`config.mk`:
```
export PLATFORM = sky130hd
export DESIGN_NAME = dmactl_regs
export DESIGN_NICKNAME = d
export VERILOG_FILES = /design/src/rtl/dmactl_pkg.sv /design/src/rtl/dmactl_decode.sv /design/src/rtl/dmactl_chan.sv /design/src/rtl/dmactl_regs.sv
export SDC_FILE = /design/constraint.sdc
export NUM_CORES = 1
export LEC_CHECK = 0
export BUFFER_PORTS_ARGS = -buffer_cell sky130_fd_sc_hd__buf_2
export CAP_MARGIN = 25
export CORE_MARGIN = 2
export CORE_UTILIZATION = 25
export DETAILED_ROUTE_END_ITERATION = 12
export PLACE_DENSITY = 0.46
export SLEW_MARGIN = 15
export SYNTH_ARGS = -nofsm -noshare
export SYNTH_HDL_FRONTEND = slang
export SYNTH_SLANG_ARGS = --single-unit
```
`constraint.sdc`:
```
create_clock -name clk -period 2.6 [get_ports clk]
set_input_delay 0.26 -clock clk [delete_from_list [all_inputs] [get_ports clk]]
set_output_delay 0.26 -clock clk [all_outputs]
set_load 0.03 [all_outputs]
```
`src/rtl/dmactl_pkg.sv`:
```
package dmactl_pkg;
  // channel-relative offsets
  localparam int OFF_CTRL = 'h00;
  localparam int OFF_STAT = 'h02;
  localparam int OFF_CNT  = 'h04;
  localparam int OFF_PTR  = 'h0C;
  localparam int OFF_FIN  = 'h14;
  localparam int OFF_FOUT = 'h16;

  // control bit positions
  localparam int CB_MASK = 8;
  localparam int CB_GO   = 7;
  localparam int CB_RST  = 5;

  // status bit positions
  localparam int SB_DONE = 6;
  localparam int SB_UIRQ = 4;
  localparam int SB_PERR = 0;

  localparam int CTRL_W = 16;
  localparam int STAT_W = 8;
  localparam int HALF_W = 16;

  typedef enum logic [2:0] {
    SEL_NONE, SEL_CTRL, SEL_STAT, SEL_CNT, SEL_PTR, SEL_FIN, SEL_FOUT
  } reg_sel_e;
endpackage

```
`src/rtl/dmactl_decode.sv`:
```
module dmactl_decode
  import dmactl_pkg::*;
#(
  parameter int ADDR_W = 8,
  parameter int BASE   = 'h80,
  parameter int STRIDE = 'h20,
  parameter int CH     = 0
) (
  input  logic [ADDR_W-1:0] addr,
  output reg_sel_e          sel
);
  localparam int LO = BASE + CH * STRIDE;
  localparam int HI = LO + STRIDE;

  logic              hit;
  logic [ADDR_W-1:0] off;

  assign hit = (int'(addr) >= LO) && (int'(addr) < HI);
  assign off = addr - ADDR_W'(LO);

  always_comb begin
    sel = SEL_NONE;
    if (hit) begin
      case (int'(off))
        OFF_CTRL: sel = SEL_CTRL;
        OFF_STAT: sel = SEL_STAT;
        OFF_CNT:  sel = SEL_CNT;
        OFF_PTR:  sel = SEL_PTR;
        OFF_FIN:  sel = SEL_FIN;
        OFF_FOUT: sel = SEL_FOUT;
        default:  sel = SEL_NONE;
      endcase
    end
  end
endmodule

```
`src/rtl/dmactl_chan.sv`:
```
module dmactl_chan
  import dmactl_pkg::*;
#(
  parameter int DATA_W = 32
) (
  input  logic              clk,
  input  logic              rst_n,
  input  logic              wr_en,
  input  logic              rd_en,
  input  reg_sel_e          sel,
  input  logic [DATA_W-1:0] wdata,
  input  logic              unlocked,
  input  logic              ev_done,
  input  logic              ev_uirq,
  input  logic              ev_perr,
  output logic [CTRL_W-1:0] ctrl_q,
  output logic [STAT_W-1:0] stat_q,
  output logic [HALF_W-1:0] cnt_q,
  output logic [DATA_W-1:0] ptr_q,
  output logic [HALF_W-1:0] fin_q,
  output logic [HALF_W-1:0] fout_q,
  output logic              go,
  output logic              eng_rst,
  output logic              irq,
  output logic              reg_mode
);
  logic              wr_ctrl;
  logic              start;
  logic              rst_now;
  logic [STAT_W-1:0] ev_vec;
  logic [CTRL_W-1:0] ctrl_wr;

  assign wr_ctrl = wr_en && (sel == SEL_CTRL);
  assign start   = wr_ctrl && wdata[CB_GO] && !wdata[CB_RST] && unlocked;
  assign rst_now = ctrl_q[CB_RST] || (wr_ctrl && wdata[CB_RST]);

  always_comb begin
    ctrl_wr        = wdata[CTRL_W-1:0];
    ctrl_wr[CB_GO] = 1'b0;
    ev_vec          = '0;
    ev_vec[SB_DONE] = ev_done;
    ev_vec[SB_UIRQ] = ev_uirq;
    ev_vec[SB_PERR] = ev_perr;
  end

  always_ff @(posedge clk) begin
    if (!rst_n) begin
      ctrl_q   <= '0;
      stat_q   <= '0;
      cnt_q    <= '0;
      ptr_q    <= '0;
      fin_q    <= '0;
      fout_q   <= '0;
      go       <= 1'b0;
      reg_mode <= 1'b1;
    end else begin
      go <= start;
      if (wr_ctrl) begin
        ctrl_q   <= ctrl_wr;
        reg_mode <= !start;
      end
      if (wr_en && sel == SEL_CNT)  cnt_q  <= wdata[HALF_W-1:0];
      if (wr_en && sel == SEL_PTR)  ptr_q  <= wdata;
      if (wr_en && sel == SEL_FIN)  fin_q  <= wdata[HALF_W-1:0];
      if (wr_en && sel == SEL_FOUT) fout_q <= wdata[HALF_W-1:0];
      if (rst_now)
        stat_q <= '0;
      else
        stat_q <= ((rd_en && sel == SEL_STAT) ? '0 : stat_q) | ev_vec;
    end
  end

  assign eng_rst = ctrl_q[CB_RST];
  assign irq     = (|stat_q) && !ctrl_q[CB_MASK];
endmodule

```
`src/rtl/dmactl_regs.sv`:
```
module dmactl_regs
  import dmactl_pkg::*;
#(
  parameter int NUM_CH      = 2,
  parameter int ADDR_W      = 8,
  parameter int DATA_W      = 32,
  parameter int CHAN_BASE   = 'h80,
  parameter int CHAN_STRIDE = 'h20,
  parameter int LOCK_ADDR   = 'hC7,
  parameter int UNLOCK_VAL  = 7
) (
  input  logic                     clk,
  input  logic                     rst_n,
  input  logic                     bus_wr,
  input  logic                     bus_rd,
  input  logic [ADDR_W-1:0]        bus_addr,
  input  logic [DATA_W-1:0]        bus_wdata,
  output logic [DATA_W-1:0]        bus_rdata,
  output logic                     bus_rvalid,
  input  logic [NUM_CH-1:0]        evt_done,
  input  logic [NUM_CH-1:0]        evt_uirq,
  input  logic [NUM_CH-1:0]        evt_perr,
  output logic [NUM_CH-1:0]        go_pulse,
  output logic [NUM_CH-1:0]        eng_rst,
  output logic [NUM_CH-1:0]        irq,
  output logic [NUM_CH-1:0]        reg_mode,
  output logic [NUM_CH*16-1:0]     cpb_count,
  output logic [NUM_CH*DATA_W-1:0] next_cpb,
  output logic [NUM_CH*16-1:0]     fifo_in_thr,
  output logic [NUM_CH*16-1:0]     fifo_out_thr
);
  localparam int LOCK_W = 8;

  reg_sel_e          sel    [NUM_CH];
  logic [CTRL_W-1:0] ctrl_q [NUM_CH];
  logic [STAT_W-1:0] stat_q [NUM_CH];
  logic [HALF_W-1:0] cnt_q  [NUM_CH];
  logic [DATA_W-1:0] ptr_q  [NUM_CH];
  logic [HALF_W-1:0] fin_q  [NUM_CH];
  logic [HALF_W-1:0] fout_q [NUM_CH];
  logic [LOCK_W-1:0] lock_q;
  logic              unlocked;
  logic [DATA_W-1:0] rd_nxt;

  assign unlocked = (lock_q == LOCK_W'(UNLOCK_VAL));

  always_ff @(posedge clk) begin
    if (!rst_n)
      lock_q <= '0;
    else if (bus_wr && bus_addr == ADDR_W'(LOCK_ADDR))
      lock_q <= bus_wdata[LOCK_W-1:0];
  end

  for (genvar c = 0; c < NUM_CH; c++) begin : g_ch
    dmactl_decode #(
      .ADDR_W(ADDR_W), .BASE(CHAN_BASE), .STRIDE(CHAN_STRIDE), .CH(c)
    ) u_dec (
      .addr(bus_addr),
      .sel (sel[c])
    );

    dmactl_chan #(.DATA_W(DATA_W)) u_chan (
      .clk     (clk),
      .rst_n   (rst_n),
      .wr_en   (bus_wr),
      .rd_en   (bus_rd),
      .sel     (sel[c]),
      .wdata   (bus_wdata),
      .unlocked(unlocked),
      .ev_done (evt_done[c]),
      .ev_uirq (evt_uirq[c]),
      .ev_perr (evt_perr[c]),
      .ctrl_q  (ctrl_q[c]),
      .stat_q  (stat_q[c]),
      .cnt_q   (cnt_q[c]),
      .ptr_q   (ptr_q[c]),
      .fin_q   (fin_q[c]),
      .fout_q  (fout_q[c]),
      .go      (go_pulse[c]),
      .eng_rst (eng_rst[c]),
      .irq     (irq[c]),
      .reg_mode(reg_mode[c])
    );

    assign cpb_count   [c*16 +: 16]        = cnt_q[c];
    assign next_cpb    [c*DATA_W +: DATA_W] = ptr_q[c];
    assign fifo_in_thr [c*16 +: 16]        = fin_q[c];
    assign fifo_out_thr[c*16 +: 16]        = fout_q[c];
  end

  always_comb begin
    rd_nxt = '0;
    if (bus_addr == ADDR_W'(LOCK_ADDR))
      rd_nxt = DATA_W'(lock_q);
    for (int c = 0; c < NUM_CH; c++) begin
      case (sel[c])
        SEL_CTRL: rd_nxt = DATA_W'(ctrl_q[c]);
        SEL_STAT: rd_nxt = DATA_W'(stat_q[c]);
        SEL_CNT:  rd_nxt = DATA_W'(cnt_q[c]);
        SEL_PTR:  rd_nxt = ptr_q[c];
        SEL_FIN:  rd_nxt = DATA_W'(fin_q[c]);
        SEL_FOUT: rd_nxt = DATA_W'(fout_q[c]);
        default: ;
      endcase
    end
  end

  always_ff @(posedge clk) begin
    if (!rst_n) begin
      bus_rdata  <= '0;
      bus_rvalid <= 1'b0;
    end else begin
      bus_rvalid <= bus_rd;
      if (bus_rd) bus_rdata <= rd_nxt;
    end
  end
endmodule

```
==> flow_metrics.tcl <==
set metrics [dict create \
    outcome "finished clean" \
    path_delay_family "simple AND/OR/NAND/NOR gates" \
    post-cts-setup-buffer-count 0 \
    cp_common_cell "buf_4" \
    clock_path_buffers 3 \
    dp.cells 2048 \
    cts-root-buf "clkbuf_16" \
    fin_crit_sh_pct 81.68 \
    grt_pass1_vias 10060 \
    end_kind "flop" \
    ys_ff_latch 241 \
    num_rows 77 \
    die_y_um 215.1 \
    p_clk_share_pct 49.7 \
    nets 1561 \
    die_x_um 215.1 \
    required_ns 3.08 \
    cp_data_arrival_time_ns 2.61 \
    async_flop_share_pct 0 \
    path_max_fanout 16 \
    numClockSinks 241 \
    drtIter0Drc 757 \
    port_buffers 250 \
    grt_max_degree 83 \
    maxSlewViolCount 0 \
    cap_violations 0 \
    synthTopCellsByArea "dfxtp_1 (43%), nand2_1 (9.8%), a21boi_0 (7.3%)" \
    final_antenna_net_count 0 \
    drive_gt1_share_pct 29.77 \
    cts_buffers 30 \
    core_um2 44120 \
    tightestPinTransition_ns 1.056 \
    synth_top_family_by_area "simple AND/OR/NAND/NOR gates" \
    p_seq_share_pct 43.3 \
    grtUsageTotal_pct 18.91 \
    syn-instance-count 1274 \
    vias_per_cell 4.864 \
    synth_top_cell_by_area "dfxtp_1" \
    clock_latency_ns 0.57 \
    cts_resized 0 \
    synth_top_area_share_pct 43.29 \
    boundaryPins 251 \
    power_mw 8.674 \
    synth_compound_area_share_pct 21.53 \
    cts_hold_buf 22 \
    clock_skew_ns 0.01260 \
    powerDensity_nw_per_um2 605.9 \
    internal_power_mw 6.557 \
    wl_mm 44.95 \
    grt_first_pass_wirelength_mm 67.16 \
    combPwrFrac_pct 7.1 \
    drcViolationCount 0 \
    layout.cells.non_filler 2125 \
    htree_levels 1 \
    crit_type "in2reg" \
    crit_slowest_cell "nor4b_2" \
    die_area_um2 46290 \
    path_buf_inv 4 \
    holdWs_ns 0.07177 \
    dr.pass1.iters 5 \
    antenna_found_initial 2 \
    place_hpwl_mm 32.85 \
    synthMuxAreaShare_pct 5.523 \
    synthAdderAreaFrac_pct 0.1123 \
    peakVddDrop_v 0.0003520 \
    clk_pin_slew_ns 0.06 \
    synth-simple-area-share_pct 23.36 \
    start_util_pct 25.26 \
    relSlewSlack_pct 29.42 \
    ys.flop_type "dfxtp_1" \
    syn_area_um2 11150 \
    routabilityCongestion 0.9304 \
    total_leakage_power_nw 5.877 \
    synth-xor-area-share_pct 0.3143 \
    p_sw_mw 2.117 \
    hold_class "in2reg" \
    max_clock_freq_mhz 470.9 \
    utilization_pct 32.44 \
    startpoint_type "primary input" \
    hold_violations 0 \
    min_period_ns 2.124 \
    setup_viol 0 \
    ys_types 70 \
    area_growth_pct 28.45 \
    cpPeakStageDelay_ns 0.91 \
    wl_per_cell_um 21.15 \
    syn_area_per_cell_um2 8.749 \
    dr_total_vias 10340 \
    cts_tree "yes" \
    grt_overflow_total 0 \
    switching_share_pct 24.40 \
    syn_nets 1325 \
    yosysSeqAreaShare_pct 43.29 \
    rsz0062_at_grt "false" \
    crit_chain "buf_2, buf_4, nor4b_2, buf_4, and3_1, buf_4, nand2_1, a21boi_0" \
    yosys_warnings 0 \
    synth_edf_count 0 \
]
==> cell usage after synthesis, types with 7 or more instances <==
cell / count
buf_2: 30
a21oi_1: 21
clkbuf_1: 75
nor3_1: 7
a22oi_1: 28
a21boi_0: 108
and3_1: 10
mux2i_1: 57
a22o_1: 10
inv_1: 7
nor2_1: 38
o21ai_0: 24
dfxtp_1: 241
buf_6: 7
nand2_1: 292
nor2b_1: 46
a221oi_1: 30
nand4_1: 10
nand3_2: 29
o221a_2: 12
nand3_1: 40
buf_4: 13
o21ai_2: 32
a21boi_1: 15
==> worst paths after layout <==
check	from	endpoint	slack (ns)	depth (start not counted)
setup / recovery	bus_addr[3]	g_ch[0].u_chan.cnt_q[15]$_SDFFE_PN0P_	0.48	8
hold / removal	bus_wdata[9]	g_ch[1].u_chan.fout_q[9]$_SDFFE_PN0P_	0.07	3
setup reg to reg	g_ch[0].u_chan.ptr_q[8]$_SDFFE_PN0P_	bus_rdata[8]$_SDFFE_PN0P_	0.77	5
hold reg to reg	g_ch[1].u_chan.reg_mode$_SDFFE_PN1N_	g_ch[1].u_chan.reg_mode$_SDFFE_PN1N_	0.46	2
==> cell usage in the layout, fill, tap and decap left out, types with 5 or more instances in the layout <==
master and instances:
nand3b_1 6, a221oi_1 30, a21boi_1 15, buf_12 8, nor3b_1 5, and3_1 10, o221a_2 12, nand3_2 29
buf_4 54, mux2i_1 57, a22o_1 10, clkinv_2 10, a22oi_1 28, dfxtp_1 241, dlygate4sd3_1 22, nand2_1 292
o21ai_2 32, inv_1 7, and2_1 6, nand4_1 10, o221ai_1 5, nor3_1 7, buf_2 249, nand3_1 40
nor2_1 38, clkbuf_16 31, o21ai_0 24, a21boi_0 108, nor2b_1 46, a21oi_1 21
==> state kept, by name, summed over array words and instances (netlist names) <==
signal	flops
g_ch.u_chan.stat_q	6
g_ch.u_chan.cnt_q	32
g_ch.u_chan.fout_q	32
g_ch.u_chan.ctrl_q	30
g_ch.u_chan.ptr_q	64
lock_q	8
g_ch.u_chan.fin_q	32
g_ch.u_chan.go	2
bus_rvalid	1
g_ch.u_chan.reg_mode	2
bus_rdata	32
==> power by group through the flow <==
stage / clock (mW) / combinational, mW / sequential (mW)
floorplan: 0 / 0.309 / 3.88
global placement: 0 / 0.587 / 3.83
detailed placement: 0 / 0.589 / 3.83
CTS: 4.41 / 0.616 / 3.75
global route: 4.57 / 0.656 / 3.76
finish: 4.31 / 0.613 / 3.75
==> cells by family after synthesis <==
kind of cell,after synthesis
and+or+nand+nor,519
AOI/OAI and AO/OA,311
DFF,241
buffers and inverters,137
muxes,61
xor gates and xnor gates,4
adders and majority gates,1
==> through the flow <==
step,TNS [ns],area [µm²],worst slack [ns]
after floorplan,0,11150,0.5940
after global placement,0,13080,0.03856
after detailed placement,-0.02969,13080,-0.02553
after CTS,0,14310,0.5680
after global routing,0,14310,0.3436
final,0,14320,0.4764
==> final cells by class <==
cell class                      instances  area [µm²]
Tap cell                              592       740.7
Clock buffer                           37       818.3
Inverter                                7       26.28
Sequential cell                       241        4825
Clock inverter                         17       193.9
Timing Repair Buffer                  334        2043
Multi-Input combinational cell        896        5667
Fill cell                            4711       29810
Antenna cell                            1       2.502
==> worst reg2reg max path: stages, from the launching register on <==
cell and delay [ns]:
dfxtp_1 0.35, mux2i_1 0.16, o21ai_0 0.11, a221oi_1 0.49
o21ai_0 0.30, o221a_2 0.31
==> routing by layer <==
metal	global-route usage (%)	share of wire, %
met1	24.47	43
met2	31.40	47
met3	4.119	7.0
met4	5.770	2.8
met5	0	0.016
Power figures use the tool's default switching activity.
